**src/rtl/alarm_match_pkg.sv**
```systemverilog
package alarm_match_pkg;

    localparam int unsigned ALM_WORD_W = 32;

    // Alarm word decoded MSB first; the packed order mirrors the bit layout.
    typedef struct packed {
        logic       ign_day;   // [31]
        logic       day_is_wd; // [30]
        logic [5:0] day;       // [29:24]
        logic       ign_hour;  // [23]
        logic       pm;        // [22]
        logic [5:0] hour;      // [21:16]
        logic       ign_min;   // [15]
        logic [6:0] min;       // [14:8]
        logic       ign_sec;   // [7]
        logic [6:0] sec;       // [6:0]
    } alm_fields_t;

    // Mask that keeps the low n sub-second bits.
    function automatic logic [31:0] ss_keep_mask(input int unsigned n);
        if (n >= 32)
            return '1;
        return (32'd1 << n) - 32'd1;
    endfunction

endpackage

```
**src/rtl/alarm_field_cmp.sv**
```systemverilog
module alarm_field_cmp
    import alarm_match_pkg::*;
#(
    parameter int unsigned SS_W      = 15,
    parameter int unsigned SS_CODE_W = 4
) (
    input  logic [ALM_WORD_W-1:0] word,
    input  logic [SS_W-1:0]       ss_val,
    input  logic [SS_CODE_W-1:0]  ss_code,
    input  logic                  mode_12h,
    input  logic [6:0]            cal_sec,
    input  logic [6:0]            cal_min,
    input  logic [5:0]            cal_hour,
    input  logic                  cal_pm,
    input  logic [5:0]            cal_day,
    input  logic [2:0]            cal_wday,
    input  logic [SS_W-1:0]       cal_ss,
    output logic                  match
);
    alm_fields_t     f;
    logic [SS_W-1:0] keep;
    logic [5:0]      day_ref;
    logic            sec_ok, min_ok, hour_ok, day_ok, ss_ok;

    assign f    = alm_fields_t'(word);
    assign keep = SS_W'(ss_keep_mask(32'(ss_code)));

    always_comb begin
        day_ref = f.day_is_wd ? {3'b000, cal_wday} : cal_day;
        sec_ok  = f.ign_sec  | (f.sec == cal_sec);
        min_ok  = f.ign_min  | (f.min == cal_min);
        hour_ok = f.ign_hour | ((f.hour == cal_hour) && (!mode_12h || (f.pm == cal_pm)));
        day_ok  = f.ign_day  | (f.day == day_ref);
        ss_ok   = ((ss_val ^ cal_ss) & keep) == '0;
        match   = sec_ok & min_ok & hour_ok & day_ok & ss_ok;
    end

    // every field ignored and code 0 must always match
    always_comb begin
        if (f.ign_sec && f.ign_min && f.ign_hour && f.ign_day && (ss_code == '0))
            assert_all_ignored_match_R2: assert (match);
    end

endmodule

```
**src/rtl/alarm_flag_reg.sv**
```systemverilog
module alarm_flag_reg (
    input  logic clk,
    input  logic rst,
    input  logic tick,
    input  logic en,
    input  logic match,
    input  logic clr,
    input  logic ie,
    output logic flag,
    output logic irq
);
    logic hit;

    assign hit = tick & en & match;

    always_ff @(posedge clk) begin
        if (rst)
            flag <= 1'b0;
        else if (hit)
            flag <= 1'b1;
        else if (clr)
            flag <= 1'b0;
    end

    assign irq = flag & ie;

    assert_disabled_no_set_R7: assert property (@(posedge clk) disable iff (rst)
        (!en && !flag) |=> !flag);

    assert_sticky_R8: assert property (@(posedge clk) disable iff (rst)
        (flag && !clr) |=> flag);

    assert_clear_R8: assert property (@(posedge clk) disable iff (rst)
        (clr && !(tick && en && match)) |=> !flag);

    assert_no_tick_hold_R6: assert property (@(posedge clk) disable iff (rst)
        (!tick && !flag) |=> !flag);

    assert_set_on_tick_R1: assert property (@(posedge clk) disable iff (rst)
        (tick && en && match) |=> flag);

endmodule

```
**src/rtl/alarm_match_top.sv**
```systemverilog
module alarm_match_top
    import alarm_match_pkg::*;
#(
    parameter int unsigned N_ALARMS  = 2,
    parameter int unsigned SS_W      = 15,
    parameter int unsigned SS_CODE_W = 4
) (
    input  logic                            clk,
    input  logic                            rst,
    input  logic                            tick,
    input  logic                            mode_12h,
    input  logic [6:0]                      cal_sec,
    input  logic [6:0]                      cal_min,
    input  logic [5:0]                      cal_hour,
    input  logic                            cal_pm,
    input  logic [5:0]                      cal_day,
    input  logic [2:0]                      cal_wday,
    input  logic [SS_W-1:0]                 cal_ss,
    input  logic [N_ALARMS*ALM_WORD_W-1:0]  alm_word,
    input  logic [N_ALARMS*SS_W-1:0]        alm_ss_val,
    input  logic [N_ALARMS*SS_CODE_W-1:0]   alm_ss_code,
    input  logic [N_ALARMS-1:0]             alm_en,
    input  logic [N_ALARMS-1:0]             alm_ie,
    input  logic [N_ALARMS-1:0]             alm_clr,
    output logic [N_ALARMS-1:0]             alm_flag,
    output logic [N_ALARMS-1:0]             alm_irq
);
    logic [N_ALARMS-1:0] match;

    for (genvar i = 0; i < N_ALARMS; i++) begin : g_chan
        alarm_field_cmp #(
            .SS_W      (SS_W),
            .SS_CODE_W (SS_CODE_W)
        ) u_cmp (
            .word     (alm_word[i*ALM_WORD_W +: ALM_WORD_W]),
            .ss_val   (alm_ss_val[i*SS_W +: SS_W]),
            .ss_code  (alm_ss_code[i*SS_CODE_W +: SS_CODE_W]),
            .mode_12h (mode_12h),
            .cal_sec  (cal_sec),
            .cal_min  (cal_min),
            .cal_hour (cal_hour),
            .cal_pm   (cal_pm),
            .cal_day  (cal_day),
            .cal_wday (cal_wday),
            .cal_ss   (cal_ss),
            .match    (match[i])
        );

        alarm_flag_reg u_flag (
            .clk   (clk),
            .rst   (rst),
            .tick  (tick),
            .en    (alm_en[i]),
            .match (match[i]),
            .clr   (alm_clr[i]),
            .ie    (alm_ie[i]),
            .flag  (alm_flag[i]),
            .irq   (alm_irq[i])
        );
    end

    // flags are clear on the cycle after reset
    assert_reset_clears_R11: assert property (@(posedge clk)
        rst |=> (alm_flag == '0));

    // an interrupt never appears without its flag
    assert_irq_needs_flag_R9: assert property (@(posedge clk) disable iff (rst)
        (alm_irq & ~alm_flag) == '0);

endmodule

```
**config.mk**
```make
export PLATFORM = sky130hd
export DESIGN_NAME = alarm_match_top
export DESIGN_NICKNAME = d
export VERILOG_FILES = /design/src/rtl/alarm_match_pkg.sv /design/src/rtl/alarm_field_cmp.sv /design/src/rtl/alarm_flag_reg.sv /design/src/rtl/alarm_match_top.sv
export SDC_FILE = /design/constraint.sdc
export NUM_CORES = 1
export LEC_CHECK = 0
export ABC_AREA = 0
export BUFFER_PORTS_ARGS = -buffer_cell sky130_fd_sc_hd__buf_2
export CORE_ASPECT_RATIO = 0.8
export CORE_UTILIZATION = 40
export CTS_CLUSTER_DIAMETER = 120
export DETAILED_ROUTE_END_ITERATION = 16
export PLACE_DENSITY_LB_ADDON = 0.12
export SLEW_MARGIN = 20
export SYNTH_ARGS = -nofsm -noshare
export SYNTH_HDL_FRONTEND = slang
export SYNTH_HIERARCHICAL = 1
export SYNTH_SLANG_ARGS = --single-unit
export TNS_END_PERCENT = 100
```
**constraint.sdc**
```tcl
create_clock -name clk -period 4.3 [get_ports clk]
set_input_delay 0.645 -clock clk [delete_from_list [all_inputs] [get_ports clk]]
set_output_delay 0.645 -clock clk [all_outputs]
set_load 0.1 [all_outputs]
```
==> impl_metrics.py, run 1 <==
metrics = {
    "status": {
        "status": "finished clean",
    },
    "global_route": {
        "grt.total_usage_pct": 24.46,
        "grt_antenna_before_repair": 0,
        "grt_max_degree": 16,
        "grt_pass1_vias": 1942,
        "overflow": 0,
        "grt_pass1_wl_um": 8500,
    },
    "timing": {
        "finalCriticalPeriod_ns": 2.898,
        "fmax_mhz": 345.0,
        "slew_viol_final": 0,
        "setup_tns_ns": 0,
        "finalWorstSetupSlack_ns": 1.402,
        "min_period_over_period_pct": 67.40,
        "hold_viol_final": 0,
        "setup_viol": 0,
        "rsz0062_at_grt": "no",
        "slew_headroom_pct": 63.96,
        "worst_pin_slew_ns": 0.5357,
        "skew_ns": 0,
    },
    "yosys": {
        "avgSynthCellArea_um2": 7.856,
        "ys_types": 53,
        "synthCells": 219,
        "yosysSeqAreaShare_pct": 2.327,
        "synth-edff-count": 0,
        "yosys-top-cells-count": "xor2_1, xnor2_1, a21oi_1, o21ai_0, nor3_1",
        "synth_nets": 378,
        "synthFlopType": "dfxtp_1",
        "synthArstFlopShare_pct": 0,
        "synth_seq_cells": 2,
        "synth_top_area_share_pct": 23.42,
        "yosysMostFrequentCell": "xor2_1",
        "ys_warn_count": 6,
        "synthesis.area_um2": 1720,
        "netlist_top_cells_area": "xor2_1, xnor2_1, a21oi_1",
        "yosys.area.top_type": "xor2_1",
    },
    "clock_network": {
        "clock_sinks": 2,
        "ctsResizeCount": 0,
        "ctsHoldBuffers": 0,
        "clk_pin_slew_ns": 0.03,
        "cts_buffers": 3,
        "root_buffer": "clkbuf_8",
        "clock_latency_ns": 0.20,
        "clk_path_buf_depth": 2,
        "post_cts_buffers": 0,
        "cts_tree": "done",
        "h-tree-depth": 1,
    },
    "placed_design": {
        "dp_hpwl_um": 5102,
        "dp.cells": 425,
        "portBuffers": 160,
        "place.gp.congestion": 0.8372,
        "placed_area_um2": 2527,
        "dpl_worst_slack_ns": 1.236,
    },
    "setup_path": {
        "worstSetupStartpointType": "primary input",
        "worstPathMaxFanout": 13,
        "slowest_delay_ns": 0.56,
        "cp_slowest_cell": "or4_4",
        "critPathCaptureType": "flop",
        "path_cells": "buf_2 -> or4_4 -> ha_1 -> xnor2_1 -> a41oi_1 -> o22ai_1 -> a2111oi_0 -> and4_1 -> nand3_1 -> a21oi_2",
        "crit_arrival_ns": 3.04,
        "cp.required_ns": 4.44,
        "path_class": "primary input to flop",
    },
    "layout": {
        "final-instance-count-excl-fill": 428,
        "drive_gt1_share_pct": 46.92,
        "nNetsFinal": 534,
        "diodes": 0,
        "syn_to_final_growth_pct": 49.31,
        "finish.instance_area_um2": 2569,
        "regMostFlops": "g_chan.u_flag/flag",
        "reg_top3": "g_chan.u_flag/flag: 2 flops",
        "post-route-util_pct": 64.97,
        "largest_register_ff_count": 2,
    },
    "route": {
        "drc": 0,
        "drtIter0Drc": 107,
        "drtPass1Iterations": 4,
        "vias_per_cell": 4.986,
        "drt.antenna.violating_nets": 0,
        "wl_um": 5583,
        "wl_per_cell_um": 13.04,
        "routed-via-count": 2134,
    },
    "floorplanning": {
        "io_pins": 161,
        "fp-row-count": 20,
        "start_util_pct": 43.51,
        "core_um2": 3954,
        "chipHeight_um": 60.66,
        "die_area_um2": 4569,
        "fp.dieW_um": 75.32,
    },
    "job": {
        "maxCapViolations": 0,
    },
    "pwr": {
        "p_leak_uw": 0.001211,
        "ir_drop_v": 0.0001049,
        "power.density_nw_per_um2": 127.3,
    },
    "min_path": {
        "hold_class": "flop to flop",
    },
}
## cell families after synthesis
| family | Yosys count | share of synthesized area, % |
|---|---|---|
| AOI/OAI and AO/OA | 62 | 24.44 |
| buffers and inverters | 12 | 5.091 |
| DFF | 2 | 2.327 |
| and+or+nand+nor | 50 | 20.07 |
| muxes | 4 | 2.327 |
| adders and majority gates | 2 | 1.454 |
| xor gates and xnor gates | 87 | 44.29 |
## critical path, delay by kind of cell
kind,cells,cell delay (ns)
AND/OR/NAND/NOR,3,0.96
AO/OA/AOI/OAI,4,0.80
adder cells (fa/ha/maj),1,0.32
buffers and inverters,1,0.16
XOR/XNOR,1,0.16
## cell type report
| class | instances | area, µm² |
|---|---|---|
| Multi-Input combinational cell | 205 | 1593 |
| Fill cell | 406 | 1385 |
| Timing Repair Buffer | 160 | 800.8 |
| Tap cell | 55 | 68.82 |
| Clock buffer | 3 | 41.29 |
| Sequential cell | 2 | 40.04 |
| Inverter | 3 | 25.02 |
## path summary, 6_finish.rpt
path                                       from                            endpoint  slack [ns]  depth (start not counted)
max                              alm_ss_code[3]  g_chan[0].u_flag/flag$_SDFFE_PP0P_        1.40                         10
min          g_chan[1].u_flag/flag$_SDFFE_PP0P_  g_chan[1].u_flag/flag$_SDFFE_PP0P_        0.48                          2
max reg2reg  g_chan[0].u_flag/flag$_SDFFE_PP0P_  g_chan[0].u_flag/flag$_SDFFE_PP0P_        3.73                          2
min reg2reg  g_chan[1].u_flag/flag$_SDFFE_PP0P_  g_chan[1].u_flag/flag$_SDFFE_PP0P_        0.48                          2
## cells in the final DEF (no fill, tap or decap), types with 3 or more instances in the layout
cell type,n
nor3_1,8
nor4_1,6
nand3_1,3
a41o_1,3
nor4b_1,3
o21a_1,3
a41oi_1,3
a21oi_1,14
xor2_1,46
nor2_1,4
buf_2,160
a31oi_1,3
nand2_1,5
mux2i_1,4
o21ai_1,4
clkbuf_8,3
xnor2_1,41
o21ai_0,14
## routing by layer
metal | GRT usage, % | vias up | wire (µm)
li1 | - | 1111 | -
met5 | 0 | - | 0
met3 | 1.993 | 2 | 362
met2 | 42.35 | 75 | 2789
met4 | 3.175 | 0 | 18
met1 | 34.13 | 946 | 2413
## through the flow
step | total power [µW] | hold WS, ns
after floorplan | 143.2 | 0.7074
after global placement | 250.3 | 0.4765
after detailed placement | 254.7 | 0.4814
after CTS | 329.9 | 0.4848
after global routing | 355.5 | 0.5073
final | 327.0 | 0.4803
## report_power, final
part | leakage [µW] | total, µW | switching (µW) | internal (µW)
Sequential | 0.0000161 | 18.7 | 0.00221 | 18.7
Clock | 0.0000216 | 72.0 | 13.0 | 59.0
Combinational | 0.00117 | 236 | 111 | 125
Total | 0.00121 | 327 | 124 | 203
Note: power is estimated with default switching activity, not from simulation.
==> run 2, diff against run 1 <==
--- a/config.mk
+++ b/config.mk
@@ -8,7 +8,7 @@
 export ABC_AREA = 0
 export BUFFER_PORTS_ARGS = -buffer_cell sky130_fd_sc_hd__buf_2
 export CORE_ASPECT_RATIO = 0.8
-export CORE_UTILIZATION = 40
+export CORE_UTILIZATION = 38
 export CTS_CLUSTER_DIAMETER = 120
 export DETAILED_ROUTE_END_ITERATION = 16
 export PLACE_DENSITY_LB_ADDON = 0.12
==> constraint.sdc (replaced) <==
create_clock -name clk -period 2.9 [get_ports clk]
set_input_delay 0.435 -clock clk [delete_from_list [all_inputs] [get_ports clk]]
set_output_delay 0.435 -clock clk [all_outputs]
set_load 0.1 [all_outputs]
==> run 2 against run 1 <==
Compared with the run above: non-clock buffer count is 4 higher; wire length decreased by 3.0%; core utilization is 3.9 points lower; highest routed layer unchanged.
==> impl_metrics.py, run 2 (synthesis gave the netlist of run 1 again) <==
metrics = {
    "pwr": {
        "power.density_nw_per_um2": 189.3,
        "power_uw": 492.3,
        "p_leak_uw": 0.001230,
        "ir_drop_v": 0.0002056,
    },
    "layout": {
        "diodes": 0,
        "final_cell_mix": "buf_2, xor2_1, xnor2_1, o21ai_0, a21oi_1",
        "reg_top3": "g_chan.u_flag/flag: 2 flops",
        "nNetsFinal": 538,
        "largest_register_ff_count": 2,
        "drive_gt1_share_pct": 47.48,
        "layout_commonest_cell": "buf_2",
        "regMostFlops": "g_chan.u_flag/flag",
        "syn_to_final_growth_pct": 51.20,
    },
    "clock_network": {
        "h-tree-depth": 1,
        "cts_buffers": 3,
        "clk_path_buf_depth": 2,
        "clock_latency_ns": 0.21,
        "clk_pin_slew_ns": 0.03,
        "ctsHoldBuffers": 0,
        "post_cts_buffers": 0,
        "clock_sinks": 2,
        "root_buffer": "clkbuf_8",
        "cts_tree": "done",
        "ctsResizeCount": 0,
    },
    "setup_path": {
        "crit_arrival_ns": 2.68,
        "path_class": "primary input to flop",
        "critPathCaptureType": "flop",
        "cp.required_ns": 3.05,
        "worstSetupStartpointType": "primary input",
        "worstPathMaxFanout": 8,
    },
    "placed_design": {
        "portBuffers": 160,
        "place.gp.congestion": 0.8013,
        "dp_hpwl_um": 4789,
    },
    "route": {
        "drt.antenna.violating_nets": 0,
        "wl_um": 5418,
        "routed-via-count": 2154,
        "drtPass1Iterations": 4,
        "wl_per_cell_um": 12.48,
        "drc": 0,
        "drtIter0Drc": 48,
        "vias_per_cell": 4.963,
    },
    "floorplanning": {
        "fp.dieW_um": 77.23,
        "core_um2": 4257,
        "start_util_pct": 40.42,
        "die_area_um2": 4802,
        "chipHeight_um": 62.18,
        "io_pins": 161,
        "fp-row-count": 21,
    },
    "global_route": {
        "overflow": 0,
        "grt_pass1_wl_um": 8887,
        "grt.total_usage_pct": 22.37,
        "grt_max_degree": 15,
        "grt_antenna_before_repair": 0,
        "grt_pass1_vias": 2062,
    },
    "timing": {
        "finalCriticalPeriod_ns": 2.529,
        "worst_pin_slew_ns": 0.4836,
        "hold_viol_final": 0,
        "rsz0062_at_grt": "no",
        "holdWs_ns": 0.3983,
        "slew_headroom_pct": 67.98,
        "slew_viol_final": 0,
        "min_period_over_period_pct": 87.22,
        "setup_viol": 0,
        "setup_tns_ns": 0,
        "skew_ns": 0,
        "fmax_mhz": 395.4,
    },
    "job": {
        "maxCapViolations": 0,
    },
    "status": {
        "status": "finished clean",
    },
    "min_path": {
        "hold_class": "primary input to flop",
    },
}
==> run 2: changes by cell type in the layout (fill, tap and decap cells not counted), sizes merged <==
cell and change:
buf +4
==> run 2: area by class of cell <==
cell class,instances,area [µm²]
Sequential cell,2,40.04
Fill cell,423,1655
Clock buffer,3,41.29
Tap cell,57,71.32
Multi-Input combinational cell,205,1593
Inverter,3,25.02
Timing Repair Buffer,164,830.8
==> run 2: worst paths after layout <==
check | startpoint | slack [ns] | endpoint | cells after the start
max | alm_ss_code[3] | 0.37 | g_chan[0].u_flag/flag$_SDFFE_PP0P_ | 10
min | rst | 0.40 | g_chan[1].u_flag/flag$_SDFFE_PP0P_ | 2
max reg2reg | g_chan[0].u_flag/flag$_SDFFE_PP0P_ | 2.31 | g_chan[0].u_flag/flag$_SDFFE_PP0P_ | 2
min reg2reg | g_chan[0].u_flag/flag$_SDFFE_PP0P_ | 0.49 | g_chan[0].u_flag/flag$_SDFFE_PP0P_ | 2
==> run 2: critical path: stages <==
cell,delay (ns)
buf_2,0.10
or4_4,0.54
ha_1,0.31
xnor2_1,0.15
a41oi_1,0.21
o22ai_1,0.10
a2111oi_0,0.32
and4_1,0.26
nand3_1,0.09
a21oi_2,0.14
==> run 2: layer usage <==
metal	wire, µm	part of all wire, %	track usage, %
met2	2514	46	38.83
met5	0	0	0
met3	401	7.4	3.235
met4	40	0.74	4.245
met1	2461	45	29.26
==> run 2: power by group <==
group | internal (µW) | total (µW) | switching (µW)
logic | 189 | 352 | 163
registers | 27.8 | 27.8 | 0.00343
clock network | 88.0 | 113 | 24.7
==> run 2: stage by stage <==
step	worst slack [ns]	cell area [µm²]	cells	util (%)
after floorplan	0.3241	1720	219	-
after global placement	0.2277	2560	431	60.14
after detailed placement	0.1770	2560	431	60.14
after CTS	0.3787	2601	434	61.11
after global routing	0.2276	2601	434	61.11
final	0.3707	2601	434	61.11
==> run 3, diff against run 2 <==
--- a/config.mk
+++ b/config.mk
@@ -11,7 +11,7 @@
 export CORE_UTILIZATION = 38
 export CTS_CLUSTER_DIAMETER = 120
 export DETAILED_ROUTE_END_ITERATION = 16
-export PLACE_DENSITY_LB_ADDON = 0.12
+export PLACE_DENSITY = 0.93
 export SLEW_MARGIN = 20
 export SYNTH_ARGS = -nofsm -noshare
 export SYNTH_HDL_FRONTEND = slang
==> constraint.sdc (replaced) <==
create_clock -name clk -period 2.9 [get_ports clk]
set_input_delay 0.435 -clock clk [delete_from_list [all_inputs] [get_ports clk]]
set_output_delay 0.435 -clock clk [all_outputs]
set_load 0.02 [all_outputs]
==> run 3 against run 2 <==
Compared with the run above: global-route usage stayed put; maximum frequency is 2.9% lower; first-iteration DRC count is 23% higher; core utilization stayed put; wire length is 5.4% higher; sequential share of layout area stayed put; sequential power hardly changed; total power is 0.79% higher; hold slack better by 0.019 ns; setup slack worse by 0.076 ns.
==> impl_metrics.py, run 3 (synthesis gave the netlist of run 1 again) <==
metrics = {
    "pwr": {
        "ir_drop_v": 0.0001533,
        "power.density_nw_per_um2": 190.7,
        "p_leak_uw": 0.001230,
    },
    "placed_design": {
        "portBuffers": 160,
        "place.gp.congestion": 0.8075,
        "dp_hpwl_um": 5068,
    },
    "global_route": {
        "grt_pass1_wl_um": 8880,
        "grt_antenna_before_repair": 0,
        "grt_max_degree": 15,
        "busiest_layer": "met2",
        "grt.total_usage_pct": 22.37,
        "met2_usage_pct": 41.70,
        "overflow": 0,
        "grt_use_met1_pct": 26.89,
        "grt_pass1_vias": 2047,
        "grt_use_met3_pct": 2.794,
    },
    "min_path": {
        "hold_class": "primary input to flop",
        "holdCritStartpoint": "rst",
    },
    "setup_path": {
        "cp.required_ns": 3.04,
        "worstPathMaxFanout": 8,
        "rr_startpoint": "g_chan[0].u_flag/flag$_SDFFE_PP0P_",
        "slowest_delay_ns": 0.54,
        "critPathLaunch": "alm_ss_code[3]",
        "cp_slowest_cell": "or4_4",
        "path_cells": "buf_2 -> or4_4 -> ha_1 -> xnor2_1 -> a41oi_1 -> o22ai_1 -> a2111oi_0 -> and4_1 -> nand3_1 -> a21oi_2",
        "critPathCaptureType": "flop",
        "worstSetupStartpointType": "primary input",
        "path_class": "primary input to flop",
        "crit_arrival_ns": 2.75,
    },
    "floorplanning": {
        "io_pins": 161,
        "start_util_pct": 40.42,
        "fp.dieW_um": 77.23,
        "core_um2": 4257,
        "chipHeight_um": 62.18,
        "die_area_um2": 4802,
        "fp-row-count": 21,
    },
    "timing": {
        "hold_viol_final": 0,
        "setup_viol": 0,
        "slew_viol_final": 0,
        "rsz0062_at_grt": "no",
        "fmax_mhz": 383.8,
        "skew_ns": 0,
        "holdWs_ns": 0.4173,
        "worst_pin_slew_ns": 0.3642,
        "finalCriticalPeriod_ns": 2.605,
        "min_period_over_period_pct": 89.84,
        "setup_tns_ns": 0,
        "slew_headroom_pct": 75.09,
    },
    "layout": {
        "largest_register_ff_count": 2,
        "diodes": 0,
        "layout_commonest_cell": "buf_2",
        "post-route-util_pct": 61.11,
        "syn_to_final_growth_pct": 51.20,
        "n_fill_cell": 387,
        "nNetsFinal": 538,
        "reg_top3": "g_chan.u_flag/flag: 2 flops",
        "final_cell_mix": "buf_2, xor2_1, xnor2_1, o21ai_0, a21oi_1",
        "drive_gt1_share_pct": 47.48,
        "regMostFlops": "g_chan.u_flag/flag",
    },
    "clock_network": {
        "clock_sinks": 2,
        "clock_latency_ns": 0.21,
        "h-tree-depth": 1,
        "cts_tree": "done",
        "root_buffer": "clkbuf_8",
        "ctsHoldBuffers": 0,
        "ctsResizeCount": 0,
        "clk_path_buf_depth": 2,
        "post_cts_buffers": 0,
        "clk_pin_slew_ns": 0.03,
        "cts_buffers": 3,
    },
    "route": {
        "wl_um": 5710,
        "wl_per_cell_um": 13.16,
        "drt.antenna.violating_nets": 0,
        "drtPass1Iterations": 4,
        "vias_per_cell": 5.161,
        "drtIter0Drc": 59,
        "routed-via-count": 2240,
        "drc": 0,
    },
    "job": {
        "maxCapViolations": 0,
    },
    "status": {
        "status": "finished clean",
    },
}
[run 3: cell counts in the layout (fill, tap and decap cells not counted)]
No cell type changed its count.
[run 3: worst paths after layout]
| check | to | slack, ns | depth (start not counted) |
|---|---|---|---|
| max | g_chan[0].u_flag/flag$_SDFFE_PP0P_ | 0.29 | 10 |
| min | g_chan[1].u_flag/flag$_SDFFE_PP0P_ | 0.42 | 2 |
| max reg2reg | g_chan[0].u_flag/flag$_SDFFE_PP0P_ | 2.30 | 2 |
| min reg2reg | g_chan[1].u_flag/flag$_SDFFE_PP0P_ | 0.51 | 2 |
[run 3: where the power goes]
group / internal, µW / switching [µW] / leakage (µW)
logic: 189 / 170 / 0.00119
registers: 27.8 / 0.00355 / 0.0000161
clock network: 87.7 / 21.7 / 0.0000216
[run 3: cell type report]
cell class	count	area [µm²]	share of cell area (%)
well taps	57	71.32	2.742
clock buffers	3	41.29	1.587
repair buffers	164	830.8	31.94
multi-input cells	205	1593	61.23
flip-flops and latches	2	40.04	1.539
inverters	3	25.02	0.9620
[run 3: critical path, delay by kind of cell]
family	cells	cell delay, ns
AOI/OAI and AO/OA	4	0.80
xor gates and xnor gates	1	0.16
adders and majority gates	1	0.32
buffers and inverters	1	0.10
and+or+nand+nor	3	0.93
[run 3: per-layer routing]
metal	share of wire, %	vias up	wire length (µm)
met3	7.5	8	426
li1	-	1118	-
met4	1.1	0	61
met5	0	-	0
met2	50	113	2867
met1	41	1001	2354
[run 3: through the flow]
| step | power [µW] | setup slack [ns] | area, µm² | std cells |
|---|---|---|---|---|
| floorplan | 212.2 | 0.3241 | 1720 | 219 |
| global placement | 374.6 | 0.2166 | 2560 | 431 |
| detailed placement | 384.9 | 0.1362 | 2560 | 431 |
| CTS | 498.6 | 0.3168 | 2601 | 434 |
| global route | 532.7 | 0.1246 | 2601 | 434 |
| finish | 496.2 | 0.2947 | 2601 | 434 |
